`src/rtl/rxto_pkg.sv`:
```
package rxto_pkg;
  typedef enum logic [3:0] {
    CMD_START  = 4'h8,
    CMD_STOP   = 4'h9,
    CMD_TO_ON  = 4'hA,
    CMD_TO_OFF = 4'hC
  } cmd_e;

  localparam logic [2:0] A_PLO  = 3'd0;
  localparam logic [2:0] A_PHI  = 3'd1;
  localparam logic [2:0] A_CFG  = 3'd2;
  localparam logic [2:0] A_MASK = 3'd3;
  localparam logic [2:0] A_CMD  = 3'd4;
endpackage

```
`src/rtl/rxto_regs.sv`:
```
module rxto_regs
  import rxto_pkg::*;
#(
  parameter int BW = 8,
  localparam int CW = 2 * BW
) (
  input  logic          clk,
  input  logic          rst,
  input  logic          wr_en,
  input  logic [2:0]    wr_addr,
  input  logic [BW-1:0] wr_data,
  output logic [CW-1:0] preset,
  output logic          timer_mode,
  output logic          mask_rdy,
  output logic          cmd_start,
  output logic          cmd_stop,
  output logic          cmd_to_on,
  output logic          cmd_to_off
);
  logic [BW-1:0] plo_q, phi_q;
  logic [CW-1:0] raw;
  logic          hit_cmd;
  logic [3:0]    op;

  always_ff @(posedge clk) begin
    if (rst) begin
      plo_q      <= '0;
      phi_q      <= '0;
      timer_mode <= 1'b0;
      mask_rdy   <= 1'b0;
    end else if (wr_en) begin
      case (wr_addr)
        A_PLO:   plo_q      <= wr_data;
        A_PHI:   phi_q      <= wr_data;
        A_CFG:   timer_mode <= wr_data[0];
        A_MASK:  mask_rdy   <= wr_data[3];
        default: ;
      endcase
    end
  end

  // divisor clamp: values below 2 are not legal
  assign raw    = {phi_q, plo_q};
  assign preset = (raw < CW'(2)) ? CW'(2) : raw;

  assign hit_cmd    = wr_en && (wr_addr == A_CMD);
  assign op         = wr_data[BW-1 -: 4];
  assign cmd_start  = hit_cmd && (op == CMD_START);
  assign cmd_stop   = hit_cmd && (op == CMD_STOP);
  assign cmd_to_on  = hit_cmd && (op == CMD_TO_ON);
  assign cmd_to_off = hit_cmd && (op == CMD_TO_OFF);
endmodule

```
`src/rtl/rxto_trig.sv`:
```
module rxto_trig #(
  parameter int NCH = 2
) (
  input  logic [NCH-1:0] rx_xfer,
  output logic           xfer_any
);
  logic [NCH:0] acc;
  assign acc[0] = 1'b0;
  for (genvar gi = 0; gi < NCH; gi++) begin : g_or
    assign acc[gi+1] = acc[gi] | rx_xfer[gi];
  end
  assign xfer_any = acc[NCH];
endmodule

```
`src/rtl/rxto_core.sv`:
```
module rxto_core #(
  parameter int CW = 16
) (
  input  logic          clk,
  input  logic          rst,
  input  logic          tick,
  input  logic          xfer_any,
  input  logic [CW-1:0] preset,
  input  logic          timer_mode,
  input  logic          cmd_start,
  input  logic          cmd_stop,
  input  logic          cmd_to_on,
  input  logic          cmd_to_off,
  output logic [CW-1:0] cnt,
  output logic          ready,
  output logic          sq
);
  logic run, pend, to_mode;
  logic last;

  assign last = (cnt == CW'(1));

  always_ff @(posedge clk) begin
    if (rst) begin
      cnt <= '0; ready <= 1'b0; sq <= 1'b0;
      run <= 1'b0; pend <= 1'b0; to_mode <= 1'b0;
    end else if (cmd_to_on) begin
      to_mode <= 1'b1; ready <= 1'b0; run <= 1'b0; pend <= 1'b0;
    end else if (cmd_to_off) begin
      to_mode <= 1'b0; run <= 1'b0; pend <= 1'b0;
    end else if (to_mode) begin
      if (xfer_any) begin
        pend <= 1'b1; ready <= 1'b0; run <= 1'b0;
      end else if (tick && pend) begin
        cnt <= preset; run <= 1'b1; pend <= 1'b0;
      end else if (tick && run) begin
        cnt <= cnt - CW'(1);
        if (last) begin
          run <= 1'b0; ready <= 1'b1;
        end
      end
    end else begin
      if (cmd_start) begin
        cnt <= preset; run <= 1'b1; ready <= 1'b0;
        if (timer_mode) sq <= 1'b0;
      end else if (cmd_stop) begin
        run <= 1'b0; ready <= 1'b0;
      end else if (tick && run) begin
        if (last && timer_mode) begin
          cnt <= preset;
          sq  <= ~sq;
          if (sq) ready <= 1'b1;
        end else if (last) begin
          cnt <= '0; run <= 1'b0; ready <= 1'b1;
        end else begin
          cnt <= cnt - CW'(1);
        end
      end
    end
  end

  // a running count never sits at zero
  a_r4_run_nonzero: assert property (@(posedge clk) disable iff (rst)
    run |-> (cnt != '0));
  // without tick or start the count holds
  a_r3_hold: assert property (@(posedge clk) disable iff (rst)
    (!tick && !cmd_start) |=> $stable(cnt));
  // arming time-out leaves the counter idle and not ready
  a_r8_arm: assert property (@(posedge clk) disable iff (rst)
    cmd_to_on |=> (!ready && !run));
  // a transfer in time-out mode withdraws counter-ready
  a_r9_clear: assert property (@(posedge clk) disable iff (rst)
    (to_mode && xfer_any && !cmd_to_on && !cmd_to_off) |=> !ready);
  // the stopped tick after a transfer reloads the divisor
  a_r9_reload: assert property (@(posedge clk) disable iff (rst)
    (to_mode && pend && tick && !xfer_any && !cmd_to_on && !cmd_to_off)
      |=> (cnt == $past(preset)));
endmodule

```
`src/rtl/rxto_ctr.sv`:
```
module rxto_ctr
  import rxto_pkg::*;
#(
  parameter int BW  = 8,
  parameter int NCH = 2,
  localparam int CW = 2 * BW
) (
  input  logic           clk,
  input  logic           rst,
  input  logic           tick,
  input  logic           wr_en,
  input  logic [2:0]     wr_addr,
  input  logic [BW-1:0]  wr_data,
  input  logic [NCH-1:0] rx_xfer,
  output logic [CW-1:0]  count_val,
  output logic           ctr_ready,
  output logic           irq,
  output logic           sq_out
);
  logic [CW-1:0] preset;
  logic timer_mode, mask_rdy, xfer_any;
  logic cmd_start, cmd_stop, cmd_to_on, cmd_to_off;

  rxto_regs #(.BW(BW)) u_regs (
    .clk(clk), .rst(rst), .wr_en(wr_en), .wr_addr(wr_addr), .wr_data(wr_data),
    .preset(preset), .timer_mode(timer_mode), .mask_rdy(mask_rdy),
    .cmd_start(cmd_start), .cmd_stop(cmd_stop),
    .cmd_to_on(cmd_to_on), .cmd_to_off(cmd_to_off)
  );

  rxto_trig #(.NCH(NCH)) u_trig (.rx_xfer(rx_xfer), .xfer_any(xfer_any));

  rxto_core #(.CW(CW)) u_core (
    .clk(clk), .rst(rst), .tick(tick), .xfer_any(xfer_any), .preset(preset),
    .timer_mode(timer_mode), .cmd_start(cmd_start), .cmd_stop(cmd_stop),
    .cmd_to_on(cmd_to_on), .cmd_to_off(cmd_to_off),
    .cnt(count_val), .ready(ctr_ready), .sq(sq_out)
  );

  assign irq = ctr_ready & mask_rdy;

  // interrupt never raised without counter-ready
  a_r7_irq_needs_ready: assert property (@(posedge clk) disable iff (rst)
    irq |-> ctr_ready);
endmodule

```
`config.mk`:
```
export PLATFORM = sky130hd
export DESIGN_NAME = rxto_ctr
export DESIGN_NICKNAME = d
export VERILOG_FILES = /design/src/rtl/rxto_pkg.sv /design/src/rtl/rxto_regs.sv /design/src/rtl/rxto_trig.sv /design/src/rtl/rxto_core.sv /design/src/rtl/rxto_ctr.sv
export SDC_FILE = /design/constraint.sdc
export NUM_CORES = 1
export LEC_CHECK = 0
export ABC_AREA = 1
export BUFFER_PORTS_ARGS = -buffer_cell sky130_fd_sc_hd__buf_2
export CORE_ASPECT_RATIO = 0.8
export CORE_MARGIN = 2
export CORE_UTILIZATION = 53
export CTS_CLUSTER_DIAMETER = 150
export DETAILED_ROUTE_END_ITERATION = 7
export PLACE_DENSITY_LB_ADDON = 0.05
export RECOVER_POWER = 25
export SETUP_SLACK_MARGIN = 0.3
export SYNTH_ARGS = -nofsm -noshare
export SYNTH_HDL_FRONTEND = slang
export SYNTH_SLANG_ARGS = --single-unit
```
`constraint.sdc`:
```
create_clock -name clk -period 1.65 [get_ports clk]
set_clock_uncertainty 0.2 [all_clocks]
set_input_delay 0.165 -clock clk [delete_from_list [all_inputs] [get_ports clk]]
set_output_delay 0.165 -clock clk [all_outputs]
set_load 0.02 [all_outputs]
```
Yosys cells after proc, flatten, opt, wreduce, memory -nomap -nowiden. Cells that the tools add are included.

Flip-flop bits (word level): 39. Input port bits: 17. Output and inout port bits: 19. Word-level logic and storage cells: 101.

Add/sub/neg operators: 1. Order comparisons: 1. Equality and inequality tests: 19. Mux-type cells: 38. Bitwise operators: 6. Reductions and logical operators: 26.

Operators with widths (count): two-way mux 16 bit (10); two-way mux 1 bit (28); == test 16 x 1 -> 1 bit (second input constant) (1); == test 4 bit (second input constant) (4); < comparator 16 x 2 -> 1 bit (second input constant) (1); subtractor 16 x 1 -> 16 bit (second input constant) (1); AND reduction 2 bit (5); != test 3 x 2 -> 1 bit (second input constant) (3); logical AND 1 bit (8); != test 4 x 3 -> 1 bit (second input constant) (2); nonzero test 2 bit (4); AND reduction 7 bit (1); == test 3 x 2 -> 1 bit (second input constant) (2); AND reduction 6 bit (1); != test 5 x 3 -> 1 bit (second input constant) (1); AND reduction 5 bit (1); != test 2 bit (second input constant) (2); inverter 1 bit (4); nonzero test 4 bit (1); == test 3 x 1 -> 1 bit (second input constant) (1); == test 3 bit (second input constant) (1); zero test 3 bit (1); != test 3 bit (second input constant) (1); AND reduction 3 bit (1); 6 further kinds (6).

Logic depth before layout (Yosys ltp).
Depth after elaboration: 7. Gate-level depth with buffers: 12.

By module. Synthesis repeated with hierarchy kept, for this count alone.

Cells, all modules: 427. Area, all modules: 2573.7 µm².

By module, submodules not included: rxto_core (instances 1, cells each 273, area each 1661.6 µm², sequential area each 420.4 µm²); rxto_regs (instances 1, cells each 149, area each 893.4 µm², sequential area each 360.3 µm²); rxto_trig (instances 1, cells each 3, area each 11.3 µm², sequential area each 0.0 µm²); rxto_ctr (instances 1, cells each 2, area each 7.5 µm², sequential area each 0.0 µm²).

Least setup slack after synthesis. Ideal clock, no wire load.

Path kind: register to register. Start: register u_core.cnt[0]. End: register u_core.cnt[6]. Arrival time: 1.526 ns. Data required time: 1.332 ns. Setup slack: -0.194 ns. Stages on the path, launching flop included: 11. Buffers on the path: 0. Path through: dfxtp_1 inv_1 ha_1 nand2_1 inv_1 nand2_1 nand2_1 o21ai_0 inv_1 nor2_1 a21oi_2.

Cells in the longest elaborated chain, start to end: 7. Elaborated cells on any way between the ends: 12. Those cells by class: 1 x add/sub; 1 x eq/ne; 9 x mux; 1 x reduce/logical.

Ends and longest elaborated chain: start, declared (line rxto_core.sv:14) `output logic [CW-1:0] cnt,`; start signal, assigned (line rxto_core.sv:37) `cnt <= cnt - CW'(1);`; start signal, assigned (line rxto_core.sv:50) `cnt <= preset;`; start signal, assigned (line rxto_core.sv:56) `cnt <= cnt - CW'(1);`; subtractor 16 x 1 -> 16 bit or == test 16 x 1 -> 1 bit (tied branches) (line rxto_core.sv:37, rxto_core.sv:56, rxto_core.sv:21); two-way mux 16 bit or logical AND 1 bit (tied branches) (line rxto_core.sv:53, rxto_core.sv:49); two-way mux 16 bit (line rxto_core.sv:49) `if (last && timer_mode) begin`; two-way mux 16 bit (line rxto_core.sv:48) `end else if (tick && run) begin`; two-way mux 16 bit (line rxto_core.sv:46) `end else if (cmd_stop) begin`; two-way mux 16 bit (line rxto_core.sv:43) `if (cmd_start) begin`; two-way mux 16 bit * (line rxto_core.sv:31) `end else if (to_mode) begin`.

Mark *: on every way between the ends. The rest lies on a longest branch, timed or not. The select of a mux whose other input is x is not followed. A chain may end at the register's enable or synchronous reset.

Final worst setup path.
Start: register u_core.cnt[5]. End: register u_core.cnt[7].

The elaborated chain is that of the path after synthesis.

==> out/metrics.yaml <==
yosys_warnings: 0
violations: "setup timing"
tightestPinTransition_ps: 373.0
synth_top_area_share: 0.2694
core_area_um2: 5375
avgSynthCellArea_um2: 5.750
ys_top_cells_by_area: "dfxtp_1 (27%), nand2_1 (19%), nor2_1 (12%)"
synthCells: 504
cpMostUsedCell: "nand2_1"
final_nets: 615
synthArstFlopShare: 0
final.setup.worst_slack_ps: -113.5
hp-start: "wr_data[5]"
diodes: 0
path_clk_slew_ps: 90
final_layout_size_suffix_gt1_frac: 0.3233
rows: 24
gp_congestion: 0.8888
postRouteAntennaNets: 0
grt_max_degree: 29
clock_path_buffers: 2
worstSkewPairLatency_ps: 310
die_h_um: 70.14
grt_first_pass_wirelength_mm: 14.79
drt-total-wl_mm: 9.224
ir_drop_mv: 0.4523
crit_chain: "nor2_4, nand2_2, nor2_4, nand4_1, nand2_2, buf_12, nand2_1, nand2_1, nand2_1, a21oi_2"
startpoint_type: "register"
cp_slowest_stage_delay_ps: 370
worstPathMaxFanout: 12
hold_end: "u_core.to_mode$_SDFFE_PP0P_"
r2r_cells: 10
final_cells: 662
wire_per_inst_um: 13.93
arrival_ps: 1800
htreeDepth: 2
vias: 3513
crit_buf_inv: 1
initial_core_util: 0.5391
power_frac_seq: 0.415
synth_edf_count: 0
via_per_inst: 5.307
ys_ff_latch: 39
setup_viol: 17
drtIter0Drc: 242
dieArea_um2: 6079
hold_path_class: "input pin to register"
grt_overflow: 0
power_density_nw_per_um2: 598.1
place_inst: 643
p_comb_frac: 0.287
finalSetupTns_ps: -1130
reg2reg_slack_ps: -110
drtPass1Iterations: 5
synth_fp_nets: 523
io_pins: 36
swShare: 0.3532
portBuffers: 35
post_synth_num_cell_types: 27
intPower_uw: 1548
dp_hpwl_mm: 6.593
yosysMostFrequentCell: "nand2_1"
r2r-end: "u_core.cnt[7]$_SDFFE_PP0P_"
grt_setup_unrepaired: "true"
drv_cap: 0
finalHoldViolCount: 0
antenna_found_initial: 0
die_w_um: 86.67
netlist_area_um2: 2898
crit_type: "register to register"
fin_crit_ps: 1764
critical_path.top_delay_family: "simple AND/OR/NAND/NOR gates"
p_sw_uw: 845.5
fin_crit_sh: 1.069
synth_common_cells: "nand2_1 (144), nor2_1 (94), inv_1 (50), dfxtp_1 (39), nand3_1 (30)"
power.share.clock: 0.297
synth_top_area_cell: "dfxtp_1"
cts-root-buf: "clkbuf_8"
area_growth_pct: 38.13
whs_path_depth: 3
drc_errors: 0
synth_seq_area_share: 0.2694
grt_pass1_vias: 3112
p_leak_uw: 0.002088
groute.usage.overall: 0.3078
cts_tree: "done"
maxSlewHeadroom: 0.7513
status: "complete, but fails checks"
startpoint: "u_core.cnt[5]$_SDFFE_PP0P_"
endpoint_kind: "register"
finalMaxSlewViolations: 0
cts.sinks: 39
synthFlopType: "dfxtp_1"
cp.required_ps: 1690
cts_buffers: 5
slowest_stage: "dfxtp_4"
reg2reg_from: "u_core.cnt[5]$_SDFFE_PP0P_"
clock.fmax_ghz: 0.5670
==> worst reg2reg max path, cell delays in order (launching register included) <==
cell and delay [ps]:
dfxtp_4 370, nor2_4 140, nand2_2 90, nor2_4 140, nand4_1 150, nand2_2 140
buf_12 150, nand2_1 60, nand2_1 60, nand2_1 60, a21oi_2 140
==> layer usage <==
layer / part of all wire / global-route usage
met5: 0 / 0
met2: 0.44 / 0.4735
met4: 0.025 / 0.07813
met1: 0.47 / 0.4484
met3: 0.059 / 0.04846
==> registers in the layout, summed over array words and instances (netlist names) <==
register / cells
u_core.cnt: 16
u_core.sq: 1
u_regs.phi_q: 8
u_regs.mask_rdy: 1
u_core.run: 1
u_core.to_mode: 1
u_regs.timer_mode: 1
u_regs.plo_q: 8
u_core.ready: 1
u_core.pend: 1
==> worst max-delay path by stage <==
stage	to	slack, ps	cells past startpoint
2_1_floorplan	u_core.cnt[14]$_SDFFE_PP0P_	10	11
4_1_cts	u_core.cnt[6]$_SDFFE_PP0P_	-70	9
5_1_grt	u_core.cnt[10]$_SDFFE_PP0P_	-190	11
3_3_place_gp	u_core.cnt[13]$_SDFFE_PP0P_	-50	10
3_5_place_dp	u_core.cnt[13]$_SDFFE_PP0P_	-60	10
6_report	u_core.cnt[7]$_SDFFE_PP0P_	-110	10
==> power by group through the flow <==
stage                     combinational [uW]  clock (uW)  sequential (uW)
final                                    687         712              995
after global routing                     769         748              998
after CTS                                654         716              996
after detailed placement                 620           0             1020
after global placement                   608           0             1020
after floorplan                          415           0             1020
==> per-stage QoR <==
step                      setup WS (ps)  hold WS, ps    util  power [uW]  instance area [um2]
after floorplan                   11.90        34.07       -        1438                 3024
after global placement           -53.90        221.9  0.6774        1624                 3641
after detailed placement         -62.15        224.0  0.6774        1637                 3641
after CTS                        -67.71        3.414  0.7251        2366                 3897
after global routing             -194.7        44.59  0.7446        2515                 4003
final                            -113.5        18.76  0.7446        2394                 4003
==> what timing repair did <==
item                                    in CTS  in global routing
gates resized for setup                     27                 37
hold buffers                                 7                  0
pin swaps                                   10                  7
gates cloned                                 1                  0
endpoints found under the setup margin      21                 38
setup buffers                                2                  1
endpoints found under the hold margin       13                  0
==> cell families after synthesis <==
logic type,share of synthesized area
fa+ha+maj,0.008634
buf+inv,0.1071
xor+xnor,0.009069
compound gates,0.1697
flops,0.2694
simple gates,0.4361
==> area by class of cell <==
cell class | instances | area, um2
inverter | 57 | 230.2
multi-input combinational | 392 | 2027
clock inverter | 3 | 22.52
sequential | 39 | 823.3
clock buffer | 5 | 68.82
fill | 445 | 1373
timing repair inverter | 1 | 3.754
tap | 65 | 81.33
timing repair buffer | 100 | 745.7
==> placed cells by master (no fill, tap or decap), types with 7 or more instances in the layout <==
cell	count
a21oi_1	27
a21oi_2	14
buf_2	29
buf_4	50
dfxtp_1	23
dfxtp_2	7
dfxtp_4	9
dlygate4sd3_1	7
inv_1	46
inv_2	8
nand2_1	132
nand2_2	15
nand3_1	26
nor2_1	78
nor2_2	7
nor2_4	17
o21ai_0	24
o21ai_1	22
Note: power is estimated with default switching activity, not from simulation.
